--- config.mk ---
export PLATFORM = sky130hd
export DESIGN_NAME = mvsel_unit
export DESIGN_NICKNAME = d
export VERILOG_FILES = /design/src/rtl/mvsel_pkg.sv /design/src/rtl/mvsel_alu.sv /design/src/rtl/mvsel_lead_one.sv /design/src/rtl/mvsel_limit.sv /design/src/rtl/mvsel_unit.sv
export SDC_FILE = /design/constraint.sdc
export NUM_CORES = 1
export LEC_CHECK = 0
export ABC_AREA = 1
export BUFFER_PORTS_ARGS = -buffer_cell sky130_fd_sc_hd__buf_2
export CAP_MARGIN = 20
export CORE_ASPECT_RATIO = 0.8
export CORE_MARGIN = 2
export CORE_UTILIZATION = 30
export CTS_CLUSTER_DIAMETER = 150
export DETAILED_ROUTE_END_ITERATION = 12
export PLACE_DENSITY = 0.47
export SKIP_LAST_GASP = 1
export SLEW_MARGIN = 10
export SYNTH_ARGS = -nofsm -noshare
export SYNTH_HDL_FRONTEND = slang
export SYNTH_SLANG_ARGS = --single-unit
--- constraint.sdc ---
create_clock -name clk -period 13.2 [get_ports clk]
set_input_delay 3.96 -clock clk [delete_from_list [all_inputs] [get_ports clk]]
set_output_delay 3.96 -clock clk [all_outputs]
set_load 0.005 [all_outputs]
--- src/rtl/mvsel_pkg.sv ---
package mvsel_pkg;
  typedef enum logic [2:0] {
    OP_TEQZ  = 3'd0,
    OP_TNE   = 3'd1,
    OP_TGE   = 3'd2,
    OP_MNOT  = 3'd3,
    OP_PASSA = 3'd4,
    OP_PASSB = 3'd5,
    OP_ADD   = 3'd6,
    OP_MUL   = 3'd7
  } vop_e;

  function automatic logic op_is_test(vop_e op);
    return (op == OP_TEQZ) || (op == OP_TNE) || (op == OP_TGE);
  endfunction

  function automatic logic op_is_comp(vop_e op);
    return op[2];
  endfunction
endpackage

--- src/rtl/mvsel_alu.sv ---
module mvsel_alu
  import mvsel_pkg::*;
#(
  parameter int EW = 16
) (
  input  vop_e          op,
  input  logic [EW-1:0] a,
  input  logic [EW-1:0] b,
  output logic [EW-1:0] res,
  output logic          hit
);
  logic [2*EW-1:0] prod;

  assign prod = {{EW{1'b0}}, a} * {{EW{1'b0}}, b};

  always_comb begin
    hit = 1'b0;
    res = '0;
    unique case (op)
      OP_TEQZ:  hit = (a == '0);
      OP_TNE:   hit = (a != b);
      OP_TGE:   hit = (a >= b);
      OP_PASSA: res = a;
      OP_PASSB: res = b;
      OP_ADD:   res = a + b;
      OP_MUL:   res = prod[EW-1:0];
      default:  res = '0;
    endcase
  end
endmodule

--- src/rtl/mvsel_lead_one.sv ---
module mvsel_lead_one #(
  parameter int N  = 8,
  localparam int IW = (N > 1) ? $clog2(N) : 1
) (
  input  logic [N-1:0]  vec,
  output logic [IW-1:0] idx,
  output logic [N-1:0]  onehot,
  output logic          any
);
  // Lowest set bit wins: scan from the top so the last hit is the lowest.
  always_comb begin
    idx = '0;
    any = 1'b0;
    for (int i = N - 1; i >= 0; i--) begin
      if (vec[i]) begin
        idx = IW'(i);
        any = 1'b1;
      end
    end
  end

  assign onehot = vec & (~vec + N'(1));
endmodule

--- src/rtl/mvsel_limit.sv ---
module mvsel_limit #(
  parameter int N  = 8,
  localparam int LW = $clog2(N + 1)
) (
  input  logic [LW-1:0] vlen,
  output logic [N-1:0]  lim
);
  for (genvar g = 0; g < N; g++) begin : g_lim
    assign lim[g] = (32'(vlen) > g);
  end
endmodule

--- src/rtl/mvsel_unit.sv ---
module mvsel_unit
  import mvsel_pkg::*;
#(
  parameter int NELEM   = 8,
  parameter int EW      = 16,
  parameter bit DENSITY = 1'b0,
  localparam int IW = (NELEM > 1) ? $clog2(NELEM) : 1,
  localparam int LW = $clog2(NELEM + 1)
) (
  input  logic          clk,
  input  logic          rst_n,
  input  logic          cmd_valid,
  output logic          cmd_ready,
  input  logic [2:0]    cmd_op,
  input  logic [LW-1:0] cmd_vlen,
  output logic [IW-1:0] rd_idx,
  input  logic [EW-1:0] a_elem,
  input  logic [EW-1:0] b_elem,
  output logic          wr_valid,
  input  logic          wr_ready,
  output logic [IW-1:0] wr_idx,
  output logic [EW-1:0] wr_data,
  output logic          wr_en
);
  vop_e             op_q, cmd_op_e;
  logic             busy;
  logic [LW-1:0]    vlen_q, vlen_c;
  logic [IW-1:0]    cnt, cur_idx, lead_idx;
  logic [NELEM-1:0] vmask, pend, lim, lead_oh, live;
  logic             lead_any, accept, step, cnt_last, seq_last, hit;
  logic             q_test, q_comp;

  assign cmd_op_e  = vop_e'(cmd_op);
  assign vlen_c    = (32'(cmd_vlen) > NELEM) ? LW'(NELEM) : cmd_vlen;
  assign cmd_ready = ~busy;
  assign accept    = cmd_valid & cmd_ready;
  assign q_test    = op_is_test(op_q);
  assign q_comp    = op_is_comp(op_q);
  assign live      = vmask & lim;
  assign cnt_last  = ((LW'(cnt) + LW'(1)) == vlen_q);

  mvsel_limit #(.N(NELEM)) u_limit (
    .vlen (vlen_c),
    .lim  (lim)
  );

  mvsel_lead_one #(.N(NELEM)) u_lead (
    .vec    (pend),
    .idx    (lead_idx),
    .onehot (lead_oh),
    .any    (lead_any)
  );

  mvsel_alu #(.EW(EW)) u_alu (
    .op  (op_q),
    .a   (a_elem),
    .b   (b_elem),
    .res (wr_data),
    .hit (hit)
  );

  if (DENSITY) begin : g_dense
    logic rest_empty;
    assign rest_empty = ((pend & ~lead_oh) == '0);
    assign cur_idx    = q_test ? cnt : lead_idx;
    assign seq_last   = q_test ? cnt_last : rest_empty;
    assign wr_en      = lead_any;
  end else begin : g_simple
    assign cur_idx  = cnt;
    assign seq_last = cnt_last;
    assign wr_en    = vmask[cnt];
  end

  assign rd_idx   = cur_idx;
  assign wr_idx   = cur_idx;
  assign wr_valid = busy & q_comp;
  assign step     = busy & (q_test | wr_ready);

  always_ff @(posedge clk or negedge rst_n) begin
    if (!rst_n) begin
      busy   <= 1'b0;
      op_q   <= OP_TEQZ;
      vlen_q <= '0;
      cnt    <= '0;
      vmask  <= '0;
      pend   <= '0;
    end else if (accept) begin
      op_q   <= cmd_op_e;
      vlen_q <= vlen_c;
      cnt    <= '0;
      pend   <= live;
      if (cmd_op_e == OP_MNOT) begin
        vmask <= ~vmask & lim;
        busy  <= 1'b0;
      end else if (op_is_test(cmd_op_e)) begin
        vmask <= live;
        busy  <= (vlen_c != '0);
      end else begin
        busy  <= DENSITY ? (live != '0) : (vlen_c != '0);
      end
    end else if (step) begin
      cnt <= cnt + IW'(1);
      if (q_test) vmask[cnt] <= hit;
      if (DENSITY && q_comp) pend <= pend & ~lead_oh;
      if (seq_last) busy <= 1'b0;
    end
  end
endmodule

# After elaboration in Yosys (flattened, before gate mapping)
# Index checks and enable logic that the tools add are counted.
# totals
wordCells	74
ff_bits	19
output_inout_bits	25
# classes
n_mux	19
n_mul	1
bitwise	8
addsub	3
n_reduce_logical	14
eq_ne	12
magnitude_cmp	12
# op_table
operator	n
$pmux 16 s4	1
$mux 8	5
$add 16x16->16	1
$and 8x8->8	2
$ge 16x16->1	1
$gt 4x3->1 const B	4
$logic_not 16->1	1
$mul 16x16->16	1
$ne 16x16->1	1
$eq 3x3->1 const B	4
$eq 3x2->1 const B	3
$bwmux 8	1
$gt 4x1->1 const B	2
$gt 4x2->1 const B	2
$not 8->8	1
$eq 3x1->1 const B	2
$logic_not 3->1	2
$mux 1	6
$mux 3	2
$reduce_bool 2->1	3
$add 3x1->4 const B	1
$eq 4x4->1	1
$gt 4x4->1 const B	1
$logic_or 1x1->1	4
15 further kinds	17

# Depth between registers and ports, before layout
# depth
ltp_word	8
ltp_mapped	31
ltp_nobuf	30

# Hierarchy
# From an unflattened synthesis, not the netlist that was laid out.
# unflattened
hier_cells	1167
hier_area_um2	7502.2
# modules_own_cells
mod	n_inst	area_each_um2	seq_area_each_um2	cells_each
mvsel_alu	1	5948.2	0.0	916
mvsel_unit	1	1483.9	475.5	236
mvsel_limit	1	70.1	0.0	15

# Least setup slack after synthesis
# No wires, ideal clock.
# synth_path
path_type	input-to-output
from	input b_elem[1]
to	output wr_data[15]
stages	24
arrival_time_ps	8700
setup_slack_ps	540
cell_sequence	buf_2 clkbuf_1 nand2_1 fa_1 fa_1 inv_1 fa_1 fa_1 fa_1 inv_1 fa_1 inv_1 ha_1 a21oi_1 a21boi_0 nand3_1 nand2_1 nand2_1 nand2_1 nand2_1 inv_1 nand3_1 nand3_1 nand3_1
# synth_between
elab_chain_cells	2
elab_cells_between_ends	3
classes_between	add/sub (1); mul (1); mux (1)
# synth_lines
item	line_no	rtl
start, declared	mvsel_unit.sv:18	input logic [EW-1:0] b_elem,
$mul 16x16->16 or $add 16x16->16 (tied branches)	mvsel_alu.sv:14, mvsel_alu.sv:25	
$pmux 16 s4 *	mvsel_alu.sv:19	unique case (op)
end, declared	mvsel_unit.sv:22	output logic [EW-1:0] wr_data,
# Every way passes the cells marked *; elsewhere a longest branch is shown, timed or not.

# Worst setup path in the final report
# layout_path
from	input b_elem[6]
to	output wr_data[14]
# Same word-level chain as after synthesis.

==> impl_metrics.ini <==
[timing]
report.final.hold_viol_count = 0
timing.max_slew.rel_slack = 0.3632
least_margin_pin_slew_ps = 951.7
setup_violations = 0
max_clock_skew_ps = 1.493
period_share = 0.9844
grt_setup_unrepaired = yes
final.min_clock_period_ps = 12990
timing.final.max_slew_violations = 0
fmax_mhz = 76.96

[yosys]
post_synth_mux_area_share = 0
yosys-top-cells-area = fa_1 (22%), nand2_1 (16%), inv_1 (15%)
yosys.area_share.xor_xnor = 0.01554
combinational_family_with_the_most_area_after_synthesis = adder cells
postSynth.topFlopCell = dfrtp_1
synth-warning-count = 0
ys_async_sr_fraction = 1.000
number_of_flops_mapped_to_enable_cells_by_yosys = 0
synthesis.area_per_instance_um2 = 6.511
post_synth_fa_ha_maj_area_fraction = 0.3604
synth_compound_gate_area_share = 0.1088
synth_largest_type_area_fraction = 0.2187
synth_cells = 1125
netlist_area_um2 = 7325
synth_sequential_area_ratio = 0.06491
synthDistinctLibCells = 51
synth.most_common_cell = nand2_1
ffs_latches_synth = 19
synth_largest_area_cell = fa_1
synth.cells.most_frequent = nand2_1 (314), inv_1 (284), ha_1 (83)
synth_nets = 1331
synth_simple_gate_area_frac = 0.2726

[setup_path]
worst-path-max-fanout = 11
worst-setup-path-type = primary input to primary output
worst_ep_arrival_time_ps = 9030
worst-endpoint-required_ps = 9240
worstSetupStartpointType = primary input
endpoint_kind = primary output

[global_route]
overflow = 0
antenna_found_initial = 0
first_global_vias = 7063
grt_max_degree = 21
grt.total_usage = 0.1994
wire_length_of_the_first_global_routing_pass_um = 39260

[detailed_routing]
firstDrtPassIters = 5
drt-wirelength-per-cell_um = 16.27
drt_iter0_markers = 463
ant_nets = 0
dr_total_vias = 7153
finalWirelength_um = 24690
drc = 0
routed_via_density = 4.715

[power_and_ir_drop]
ir_worst_vdd_mv = 0.09555
swShare = 0.5640
combPwrFrac = 0.887
p_seq_frac = 0.074
power_density_nw_per_um2 = 190.9
internal_power_w = 0.0007048
total_switching_power_w = 0.0009116
clock_power_share = 0.040
cellLeakagePower_nw = 4.955

[floorplanning]
die_h_um = 143.8
core-area_um2 = 24180
std_cell_rows = 51
die_area_um2 = 25690
pin_count = 68
initial_core_util = 0.3029
die_w_um = 178.7

[layout]
final_layout_size_suffix_gt1_frac = 0.1518
finalNonFillerCells = 1517
inserted_diodes = 0
n_fill_cell = 2622
multiInputGateArea_um2 = 5739
postLayoutCoreUtil = 0.3501
layout-area-overhead-vs-synth_pct = 15.60
final_nets = 1406
seq_area_um2 = 475.5

[cts]
number_of_clock_sinks = 19
cts_tree = done
clkSlewWorstSetupHoldPaths_ps = 60
cts_buffers = 3
clk_latency_ps = 250
clockRootBuffer = clkbuf_16
htree_levels = 1
clockBufferDepth = 2

[job]
timing.max_cap.violations = 0

[place]
buffer_ports.inserted = 67
gp_congestion = 0.8743
hpwlAfterDp_um = 20900
dp.cells = 1512

[run_status]
run_status = finished, final reports clean

[hold_path]
holdCritPathClass = flip-flop to flip-flop
## power by group through the flow
stage,clock (W),sequential (W),combinational (W)
floorplan,0,0.000104,0.000841
global placement,0,0.000118,0.00122
detailed placement,0,0.000119,0.00122
CTS,0.0000666,0.000118,0.00124
global route,0.0000696,0.000123,0.00163
finish,0.0000643,0.000119,0.00143
## cell type report
class | instances | area share
Timing Repair Buffer | 109 | 0.07936
Tap cell | 318 | 0.04699
Clock buffer | 4 | 0.009310
Multi-Input combinational cell | 773 | 0.6778
Inverter | 294 | 0.1303
Sequential cell | 19 | 0.05615
## critical path, cell delays in order
cell and delay, ps:
buf_2 130, buf_6 140, nand2_1 70, inv_1 50, fa_1 530, inv_1 50
fa_1 520, inv_1 50, fa_1 450, fa_1 500, fa_1 520, inv_1 60
fa_1 560, inv_1 80, ha_4 260, nand2_1 110, nor3_2 60, nand3_1 100
o2111ai_2 140, buf_4 170, o21ai_2 120, nand2_1 90, o21bai_4 180, buf_2 130
## cell families (layout without fill, tap and decap cells)
| group | Yosys count | after routing |
|---|---|---|
| AND/OR/NAND/NOR | 465 | 465 |
| buffers and inverters | 333 | 407 |
| adder cells (fa/ha/maj) | 163 | 163 |
| AO/OA/AOI/OAI | 132 | 132 |
| flip-flops | 19 | 19 |
| XOR/XNOR | 13 | 13 |
## path summary, 6_finish.rpt
| check | start | end | slack (ps) | cells past startpoint |
|---|---|---|---|---|
| max | b_elem[6] | wr_data[14] | 210 | 24 |
| min | vlen_q[0] | vlen_q[0] | 500 | 2 |
| max reg2reg | busy | vmask[5] | 11070 | 7 |
| min reg2reg | vlen_q[0] | vlen_q[0] | 500 | 2 |
| max in group asynchronous | rst_n | vmask[1] | 9210 | 1 |
| min in group asynchronous | rst_n | rd_idx[1] | 3660 | 1 |
## state kept, by name (all words and copies together) (netlist names)
register and count:
rd_idx 3, vmask 8, busy 1, op_q 3, vlen_q 4
## cell usage in the layout (no fill, tap or decap), types with 3 or more instances in the layout
cell type	n
inv_2	11
buf_4	37
o31ai_1	3
xor2_1	9
o21ai_0	38
nand2_1	308
ha_1	76
a21oi_1	44
buf_2	66
nor3_2	4
a31oi_1	5
fa_1	78
clkbuf_16	3
nor2_2	4
nand3_1	46
o21ai_2	3
nor3_1	9
o21ai_1	3
nand4_1	7
ha_4	6
nor2_1	44
nand2_2	9
or2_1	3
a21oi_2	6
nor4_1	10
xnor2_1	4
inv_1	281
nor3_4	4
dfrtp_1	19
o2111ai_1	8
nand3b_1	4
buf_6	5
nand3_2	9
## timing repair
action	CTS	global route
setup buffers	0	1
endpoints found under the setup margin	3	4
hold buffers	0	0
pin swaps	0	23
gates resized for setup	3	45
## routing by layer
metal | routed length (um) | vias to the layer above | part of all wire | global-route usage
li1 | - | 3575 | - | -
met1 | 12770 | 3398 | 0.52 | 0.3073
met2 | 10530 | 164 | 0.43 | 0.3064
met3 | 1108 | 16 | 0.045 | 0.02116
met4 | 283 | 0 | 0.011 | 0.02139
met5 | 0 | - | 0 | 0
## through the flow
step	setup TNS, ps	total power [W]	hold WS, ps	instance area [um2]	setup WS, ps
after floorplan	0	0.0009456	472.1	7325	540.5
after global routing	-60.65	0.001827	529.1	8467	-41.00
after CTS	0	0.001428	507.4	8258	21.64
after detailed placement	-29.62	0.001338	493.2	8168	-29.62
after global placement	0	0.001335	489.9	8168	16.31
final	0	0.001616	504.4	8467	206.4
No activity file was read; power rests on OpenSTA's default activity.
